[config.mk]
export PLATFORM = sky130hd
export DESIGN_NAME = sat_adder
export DESIGN_NICKNAME = d
export VERILOG_FILES = /design/src/rtl/sat_pkg.sv /design/src/rtl/sat_grp_pg.sv /design/src/rtl/sat_sparse_tree.sv /design/src/rtl/sat_csum.sv /design/src/rtl/sat_adder.sv
export SDC_FILE = /design/constraint.sdc
export NUM_CORES = 1
export LEC_CHECK = 0
export CAP_MARGIN = 20
export CORE_UTILIZATION = 33
export DETAILED_ROUTE_END_ITERATION = 12
export GPL_ROUTABILITY_DRIVEN = 0
export PLACE_DENSITY = 0.86
export SETUP_SLACK_MARGIN = 0.15
export SYNTH_ARGS = -nofsm -noshare
export SYNTH_HDL_FRONTEND = slang
export SYNTH_HIERARCHICAL = 1
export SYNTH_SLANG_ARGS = --single-unit
[constraint.sdc]
create_clock -name vclk -period 4
set_clock_uncertainty 0.1 [all_clocks]
set_input_delay 0.6 -clock vclk [all_inputs]
set_output_delay 0.6 -clock vclk [all_outputs]
set_load 0.02 [all_outputs]
[src/rtl/sat_pkg.sv]
`timescale 1ns/1ps
package sat_pkg;
  localparam int unsigned DEF_WIDTH = 64;
  localparam int unsigned DEF_GROUP = 4;
endpackage

[src/rtl/sat_grp_pg.sv]
`timescale 1ns/1ps
// Group generate/propagate from per-bit terms via a radix-2 merge tree.
module sat_grp_pg #(
  parameter int unsigned GROUP = sat_pkg::DEF_GROUP
) (
  input  logic [GROUP-1:0] g_i,
  input  logic [GROUP-1:0] p_i,
  output logic             grp_g_o,
  output logic             grp_p_o
);
  logic [GROUP-1:0] tg, tp;

  always_comb begin
    tg = g_i;
    tp = p_i;
    for (int s = 1; s < int'(GROUP); s = s * 2) begin
      for (int i = 0; i + 2 * s - 1 < int'(GROUP); i = i + 2 * s) begin
        tg[i+2*s-1] = tg[i+2*s-1] | (tp[i+2*s-1] & tg[i+s-1]);
        tp[i+2*s-1] = tp[i+2*s-1] & tp[i+s-1];
      end
    end
    grp_g_o = tg[GROUP-1];
    grp_p_o = tp[GROUP-1];
  end
endmodule

[src/rtl/sat_sparse_tree.sv]
`timescale 1ns/1ps
// Parallel prefix over group terms; element 0 carries the external carry-in.
module sat_sparse_tree #(
  parameter int unsigned NGRP = sat_pkg::DEF_WIDTH / sat_pkg::DEF_GROUP
) (
  input  logic [NGRP-1:0] grp_g_i,
  input  logic [NGRP-1:0] grp_p_i,
  input  logic            cin_i,
  output logic [NGRP-1:0] grp_c_o,
  output logic            cout_o
);
  localparam int unsigned NE  = NGRP + 1;
  localparam int unsigned LVL = $clog2(NE);

  logic [NE-1:0] tg, tp;

  always_comb begin
    tg = {grp_g_i, cin_i};
    tp = {grp_p_i, 1'b0};
    for (int l = 0; l < int'(LVL); l++) begin
      // descending so lower entries still hold the previous level
      for (int i = int'(NE) - 1; i >= (1 << l); i--) begin
        tg[i] = tg[i] | (tp[i] & tg[i-(1<<l)]);
        tp[i] = tp[i] & tp[i-(1<<l)];
      end
    end
    grp_c_o = tg[NGRP-1:0];
    cout_o  = tg[NGRP];
  end

  logic [NE-1:0] c_all;
  assign c_all = {cout_o, grp_c_o};

  always_comb begin
    for (int j = 0; j < int'(NGRP); j++) begin

      pass_chk: assert (!grp_p_i[j] || (c_all[j+1] == c_all[j]))
        else $error("group %0d did not pass its carry", j);

      gen_carry_chk: assert (!grp_g_i[j] || c_all[j+1])
        else $error("group %0d generate lost", j);
    end
  end
endmodule

[src/rtl/sat_csum.sv]
`timescale 1ns/1ps
// Conditional-sum unit: both candidate sums, selected by the group carry.
module sat_csum #(
  parameter int unsigned GROUP = sat_pkg::DEF_GROUP
) (
  input  logic [GROUP-1:0] g_i,
  input  logic [GROUP-1:0] p_i,
  input  logic             sel_i,
  output logic [GROUP-1:0] sum_o
);
  logic [GROUP:0]   c0, c1;
  logic [GROUP-1:0] s0, s1;

  assign c0[0] = 1'b0;
  assign c1[0] = 1'b1;

  for (genvar k = 0; k < GROUP; k++) begin : g_bit
    assign c0[k+1] = g_i[k] | (p_i[k] & c0[k]);
    assign c1[k+1] = g_i[k] | (p_i[k] & c1[k]);
    assign s0[k]   = p_i[k] ^ c0[k];
    assign s1[k]   = p_i[k] ^ c1[k];
  end

  assign sum_o = sel_i ? s1 : s0;

  always_comb begin

    cand_step_chk: assert ({c1[GROUP], s1} == {c0[GROUP], s0} + (GROUP+1)'(1))
      else $error("candidates not one apart");

    cand_order_chk: assert (!c0[GROUP] || c1[GROUP])
      else $error("carry-1 candidate below carry-0 candidate");
  end
endmodule

[src/rtl/sat_adder.sv]
`timescale 1ns/1ps
module sat_adder #(
  parameter int unsigned WIDTH = sat_pkg::DEF_WIDTH,
  parameter int unsigned GROUP = sat_pkg::DEF_GROUP
) (
  input  logic [WIDTH-1:0] a_i,
  input  logic [WIDTH-1:0] b_i,
  input  logic             cin_i,
  output logic [WIDTH-1:0] sum_o,
  output logic             cout_o
);
  localparam int unsigned NGRP = WIDTH / GROUP;

  logic [WIDTH-1:0] bit_g, bit_p;
  logic [NGRP-1:0]  grp_g, grp_p, grp_c;

  assign bit_g = a_i & b_i;
  assign bit_p = a_i ^ b_i;

  for (genvar j = 0; j < NGRP; j++) begin : g_grp
    sat_grp_pg #(.GROUP(GROUP)) u_pg (
      .g_i    (bit_g[j*GROUP +: GROUP]),
      .p_i    (bit_p[j*GROUP +: GROUP]),
      .grp_g_o(grp_g[j]),
      .grp_p_o(grp_p[j])
    );
    sat_csum #(.GROUP(GROUP)) u_cs (
      .g_i  (bit_g[j*GROUP +: GROUP]),
      .p_i  (bit_p[j*GROUP +: GROUP]),
      .sel_i(grp_c[j]),
      .sum_o(sum_o[j*GROUP +: GROUP])
    );
  end

  sat_sparse_tree #(.NGRP(NGRP)) u_tree (
    .grp_g_i(grp_g),
    .grp_p_i(grp_p),
    .cin_i  (cin_i),
    .grp_c_o(grp_c),
    .cout_o (cout_o)
  );

  logic [WIDTH:0] ref_sum;
  assign ref_sum = {1'b0, a_i} + {1'b0, b_i} + (WIDTH+1)'(cin_i);

  always_comb begin

    sum_ref_chk: assert (sum_o == ref_sum[WIDTH-1:0]) else $error("sum mismatch");

    cout_ref_chk: assert (cout_o == ref_sum[WIDTH]) else $error("carry-out mismatch");

    ident_chk: assert ((b_i != '0) || cin_i || (sum_o == a_i && !cout_o))
      else $error("identity add failed");

    zero_chk: assert ((a_i != '0) || (b_i != '0) || cin_i || ({cout_o, sum_o} == '0))
      else $error("zero add failed");
  end
endmodule

==> results of run 1 <==
## per-layer routing
metal,overflow,global-route usage (%)
met1,0,51.45
met2,2,92.55
met3,0,29.15
met4,1,71.83
met5,0,4.487
## what timing repair did
action	CTS
endpoints found under the setup margin	56
buffers inserted	23
pin swaps	124
gates resized for setup	428
## through the flow
stage / utilization, % / worst slack, ns / std cells / setup TNS, ns
CTS: 83.72 / -0.2228 / 764 / -0.8179
detailed placement: 74.46 / -1.004 / 741 / -26.57
global placement: 74.46 / -0.9733 / 741 / -24.31
floorplan: - / 0.1500 / 338 / 0
## kinds of logic after synthesis
kind of cell / share of synthesized area, %
simple gates: 19.62
compound gates: 23.01
xor+xnor: 10.72
buf+inv: 0.7178
fa+ha+maj: 45.93
==> results.txt, run 1 <==
Chip height: 91.02 um
Initial core utilization: 34.02%
Ports: 194
Synthesized area: 2615 um^2
Commonest cells post-synth: ha_1 (96), nand2_1 (40), a21oi_1 (37), nor2_1 (24), a21o_1 (23)
Worst_ep kind: output port
Post-Syn Nets: 563
Post-Syn Instances: 338
Error: [ERROR GRT-0232] Routing congestion too high. Check the congestion heatmap in the GUI.
Stopped at: global routing (5_1_grt)
Area share of the largest cell type after synthesis: 45.93%
Grt ovf: 3
Cell variety after synth: 34
Seq/Total Area, Yosys: 0%
HPWL Detailed: 9150 um
Synth area leaders: ha_1 (46%), a21oi_1 (7.1%), a21o_1 (6.6%), nand2_1 (5.7%), xnor2_1 (5.4%)
Count leader, synth: ha_1
Core Rows: 32
Post-Syn Area per Cell: 7.737 um^2
Post-GRT worst EP: sum_o[35]
Biggest area consumer among synthesized cells: ha_1
Syn. warnings: 6
Post-CTS Hold Buffers: 0
Status: aborted with a tool error
GRT Total Usage: 59.63%
Largest net degree at the start of global routing: 7
Die Wd: 91.02 um
Placed inst area: 5724 um^2
Port Buffers: 194
==> run 2: changes to the inputs <==
--- a/config.mk
+++ b/config.mk
@@ -6,11 +6,10 @@
 export NUM_CORES = 1
 export LEC_CHECK = 0
 export CAP_MARGIN = 20
-export CORE_UTILIZATION = 33
+export CORE_UTILIZATION = 36
 export DETAILED_ROUTE_END_ITERATION = 12
 export GPL_ROUTABILITY_DRIVEN = 0
-export PLACE_DENSITY = 0.86
-export SETUP_SLACK_MARGIN = 0.15
+export PLACE_DENSITY_LB_ADDON = 0.15
 export SYNTH_ARGS = -nofsm -noshare
 export SYNTH_HDL_FRONTEND = slang
 export SYNTH_HIERARCHICAL = 1
==> constraint.sdc (replaced) <==
create_clock -name vclk -period 5.2
set_clock_uncertainty 0.1 [all_clocks]
set_input_delay 0.78 -clock vclk [all_inputs]
set_output_delay 0.78 -clock vclk [all_outputs]
set_load 0.02 [all_outputs]
==> results.txt, run 2 <==
Status: finished clean
Syn. warnings: 6 (unchanged)
Mux cell area share after synthesis: 0% (unchanged)
Comb pwr share: 100.0%
Synthesized area: 2615 um^2 (unchanged)
CP endpoint kind: primary output
Largest net degree at the start of global routing: 7
Diode count: 0
Placed inst area: 4910 um^2 (-14%)
Normalized max-slew margin: 75.00%
Chip height: 87.23 um (-4.2%)
Leak Pwr: 2.392 nW
FF+latch area: 0 um^2
Post-layout util: 71.14%
Flip-flop and latch count: 0
Final setup margin: 0.1507 ns
Fillers: 580
Max-cap violations: 0
Layout cells sized above 1: 10.11%
GRT Total Usage: 21.20%
Setup WS pre-CTS: -0.3355 ns (+0.6685 ns)
Worst Tran Pin Value: 0.3719 ns
Biggest area consumer among synthesized cells: ha_1
Pins Over Slew Limit: 0
Initial antenna violation count: 0
Post-synthesis simple-gate area fraction: 19.62% (unchanged)
Setup TNS: 0 ns
Area share of the largest cell type after synthesis: 45.93% (unchanged)
Initial core utilization: 37.86% (+3.8 points)
PD cells: 162.5 nW/um^2
Worst setup SP type: input pin
Seq/Total Area, Yosys: 0% (unchanged)
Placed insts: 659 (-11%)
HPWL Detailed: 7772 um (-15%)
Die area: 7609 um^2
Synth-to-Final Area Change: 87.89%
P_sw: 0.3817 mW
Commonest cells post-synth: ha_1 (96), nand2_1 (40), a21oi_1 (37), nor2_1 (24), a21o_1 (23)
Final Non-Filler Cells: 660
Via count: 3288
Hold WS: 2.316 ns
Switching Share: 47.80%
Commonest non-fill, non-tap cells in the layout: clkdlybuf4s50_1 (173), ha_1 (96), nand2_1 (40), a21oi_1 (36), buf_4 (34)
Die Wd: 87.23 um (-4.2%)
Ports: 194 (unchanged)
Vias in the first global route: 3319
Count leader, synth: ha_1
Data required time at the worst endpoint: 4.32 ns
Port Buffers: 194 (unchanged)
Final Hold Viols: 0
Seq pwr share: 0%
Final net count: 791
CP Class: input pin to primary output
Initial detailed-routing violation count: 36
Final wirelength: 8366 um
Grt ovf: 0
Max FO, Critical Path: 3
Xor and xnor fraction of the mapped netlist area: 10.72% (unchanged)
Synth area leaders: ha_1 (46%), a21oi_1 (7.1%), a21o_1 (6.6%), nand2_1 (5.7%), xnor2_1 (5.4%)
Most common cell after layout, fill and taps aside: clkdlybuf4s50_1
Post-Synth Adder-Cell Area: 45.93% (unchanged)
Worst Path Arrival: 4.17 ns
Peak supply drop: 88.20 uV
Setup violations, final: 0
Worst Hold Depth: 4
Post-Syn Area per Cell: 7.737 um^2 (unchanged)
Design Area, Final: 4913 um^2
Post-Syn Instances: 338 (unchanged)
Final antenna-violating net count: 0
Post-Syn Nets: 563 (unchanged)
Core Rows: 30 (-6.3%)
Main combinational cell family by area after synthesis: adder cells
Int Power: 0.4169 mW
# clk buffers: 0
Via density: 4.982
Post-synthesis compound-gate area fraction: 23.01% (unchanged)
First-pass GRT wire length: 13370 um
Final routed DRC violation total: 0
Clock power share: 0%
Final Cycle Share: 97.10%
Worst min path class: input pin to primary output
Final min period: 5.049 ns
Core area: 6907 um^2
Average wire per standard cell: 12.68 um
Cell variety after synth: 34 (unchanged)
Fmax: 198.0 MHz
Total Power: 0.7986 mW
Drt first pass iters: 4
[run 2: cell counts after synthesis]
No cell type changed its count.
[run 2: layer usage]
layer  vias to the layer above  GRT usage (%)  routed length, um
met1                      1432          21.17               3090
met4                         0          6.557                271
met3                        24          4.929                737
li1                       1700              -                  -
met5                         -              0                  0
met2                       132          42.73               4267
[run 2: logic make-up after synthesis]
family / Yosys count
buf+inv: 4
fa+ha+maj: 96
compound gates: 97
simple gates: 109
xor+xnor: 32
[run 2: final timing paths]
path,start,to
setup / recovery,a_i[1],sum_o[39]
hold / removal,b_i[43],sum_o[43]
[run 2: power groups by stage]
stage | sequential, mW | combinational (mW) | clock, mW
finish | 0 | 0.799 | 0
CTS | 0 | 0.809 | 0
floorplan | 0 | 0.434 | 0
global placement | 0 | 0.807 | 0
global route | 0 | 0.867 | 0
detailed placement | 0 | 0.820 | 0
[run 2: area by class of cell]
type	instances	area, um^2	area share, %
Multi-Input combinational cell	334	2600	52.92
Timing Repair Buffer	227	2182	44.41
Inverter	3	11.26	0.2292
Tap cell	96	120.1	2.445
[run 2: what timing repair did]
item | CTS | global route
endpoints found under the setup margin | 14 | 13
buffers inserted | 0 | 1
gates resized for setup | 18 | 14
hold buffers | 0 | 0
pin swaps | 0 | 1
[run 2: worst max-delay path: stages]
cell             delay [ns]
clkdlybuf4s50_1        0.41
ha_1                   0.33
a21oi_1                0.17
o21ai_1                0.08
a21o_1                 0.17
a221o_1                0.38
a221o_2                0.41
a21o_1                 0.21
a21o_1                 0.18
ha_1                   0.16
or2_1                  0.22
ha_1                   0.19
nor2_2                 0.12
xnor2_1                0.15
clkbuf_2               0.20
No activity file was read; power rests on OpenSTA's default activity.
==> run 3: changes to the inputs <==
--- a/config.mk
+++ b/config.mk
@@ -6,6 +6,7 @@
 export NUM_CORES = 1
 export LEC_CHECK = 0
 export CAP_MARGIN = 20
+export CORE_MARGIN = 5
 export CORE_UTILIZATION = 36
 export DETAILED_ROUTE_END_ITERATION = 12
 export GPL_ROUTABILITY_DRIVEN = 0
==> results.txt, run 3 (same netlist as run 2, synthesis figures left out) <==
Worst Path Arrival: 4.15 ns (-0.02 ns)
HPWL Detailed: 8518 um (+9.6%)
Multi-input gate area: 2600 um^2 (unchanged)
Initial detailed-routing violation count: 48 (+33%)
Final net count: 794 (+0.38%)
Placed insts: 666 (+1.1%)
GRT Total Usage: 18.92% (-2.3 points)
Final routed DRC violation total: 0 (unchanged)
Max-cap violations: 0 (unchanged)
Normalized max-slew margin: 74.15% (-0.85 points)
Die Wd: 95.23 um (+9.2%)
Commonest non-fill, non-tap cells in the layout: clkdlybuf4s50_1 (171), ha_1 (96), nand2_1 (40), buf_4 (36), a21oi_1 (36)
Setup violations, final: 0 (unchanged)
Flip-flop and latch count: 0 (unchanged)
Via density: 4.925 (-1.1%)
RSZ-0062 raised after global routing: false
PD cells: 163.2 nW/um^2 (+0.40%)
Final min period: 5.028 ns (-0.02104 ns)
Data required time at the worst endpoint: 4.32 ns (about the same)
Vias in the first global route: 3352 (+0.99%)
Average wire per standard cell: 13.63 um (+7.5%)
FF+latch area: 0 um^2 (unchanged)
Leak Pwr: 2.431 nW (+1.6%)
Int Power: 0.4215 mW (+1.1%)
Largest net degree at the start of global routing: 7 (unchanged)
Grt ovf: 0 (unchanged)
Max FO, Critical Path: 3 (unchanged)
Clock power share: 0% (unchanged)
Final Hold Viols: 0 (unchanged)
Layout cells sized above 1: 10.58% (+0.48 points)
Final Cycle Share: 96.70% (-0.40 points)
Final antenna-violating net count: 0 (unchanged)
Drt first pass iters: 4 (unchanged)
First-pass GRT wire length: 14320 um (+7.1%)
Diode count: 0 (unchanged)
Pins Over Slew Limit: 0 (unchanged)
Initial antenna violation count: 0 (unchanged)
Total Power: 0.8074 mW (+1.1%)
Design Area, Final: 4947 um^2 (+0.69%)
CP Class: input pin to primary output
Final Non-Filler Cells: 666 (+0.91%)
Initial core utilization: 36.44% (-1.4 points)
Post-CTS setup buffers: 0 (unchanged)
Worst min path class: input pin to primary output
Synth-to-Final Area Change: 89.19%
Core area: 7176 um^2 (+3.9%)
Post_cts resized: 14 (-4)
Die area: 9069 um^2 (+19%)
Via count: 3280 (-0.24%)
Seq pwr share: 0% (unchanged)
Final wirelength: 9078 um (+8.5%)
Switching Share: 47.80% (about the same)
Most common cell after layout, fill and taps aside: clkdlybuf4s50_1
Placed inst area: 4943 um^2 (+0.69%)
Status: finished clean
Fillers: 616 (+6.2%)
Peak supply drop: 99.44 uV (+13%)
Ports: 194 (unchanged)
Comb pwr share: 100.0% (about the same)
CP endpoint kind: primary output
Post-CTS Hold Buffers: 0 (unchanged)
Fmax: 198.9 MHz (+0.42%)
Core Rows: 31 (+3.3%)
Port Buffers: 194 (unchanged)
Worst Tran Pin Value: 0.3852 ns (+0.01333 ns)
# clk buffers: 0 (unchanged)
Post-layout util: 68.95% (-2.2 points)
P_sw: 0.3859 mW (+1.1%)
Worst setup SP type: input pin
Chip height: 95.23 um (+9.2%)
## run 3: power by group through the flow
stage | sequential, mW | clock [mW] | combinational, mW
6_report | 0 | 0 | 0.807
4_1_cts | 0 | 0 | 0.822
5_1_grt | 0 | 0 | 0.876
3_5_place_dp | 0 | 0 | 0.833
3_3_place_gp | 0 | 0 | 0.819
2_1_floorplan | 0 | 0 | 0.434
## run 3: layout make-up
class,instances,area share (%)
multi-input cells,334,52.55
repair buffers,230,44.71
well taps,99,2.504
inverters,3,0.2276
## run 3: stage by stage
| step | hold WS [ns] | setup slack, ns | TNS [ns] |
|---|---|---|---|
| final | 2.315 | 0.1717 | 0 |
| after floorplan | 1.680 | 0.7484 | 0 |
| after detailed placement | 2.588 | -0.2633 | -1.404 |
| after CTS | 2.472 | 0.003304 | 0 |
| after global routing | 2.346 | 0.006049 | 0 |
| after global placement | 2.585 | -0.2296 | -0.7742 |
## run 3: per-layer routing
| metal | share of wire (%) | track usage (%) | routed length (um) |
|---|---|---|---|
| met4 | 0.82 | 1.202 | 74 |
| met1 | 38 | 19.92 | 3411 |
| met2 | 52 | 39.01 | 4760 |
| met5 | 0 | 0 | 0 |
| met3 | 9.2 | 4.183 | 832 |
## run 3: worst paths after layout
path	to	slack, ns	start	cells after the start
worst max-delay path	sum_o[43]	0.17	a_i[11]	15
worst min-delay path	sum_o[43]	2.31	b_i[43]	4
## run 3: worst max-delay path, stage by stage
cell             delay [ns]
clkdlybuf4s50_1        0.40
ha_1                   0.34
a21oi_1                0.16
o21ai_1                0.10
a21o_1                 0.16
a221o_1                0.38
a221o_2                0.39
a31o_1                 0.24
a21o_1                 0.18
ha_1                   0.16
or2_1                  0.23
ha_1                   0.19
nor2_2                 0.11
xnor2_1                0.12
clkbuf_2               0.19
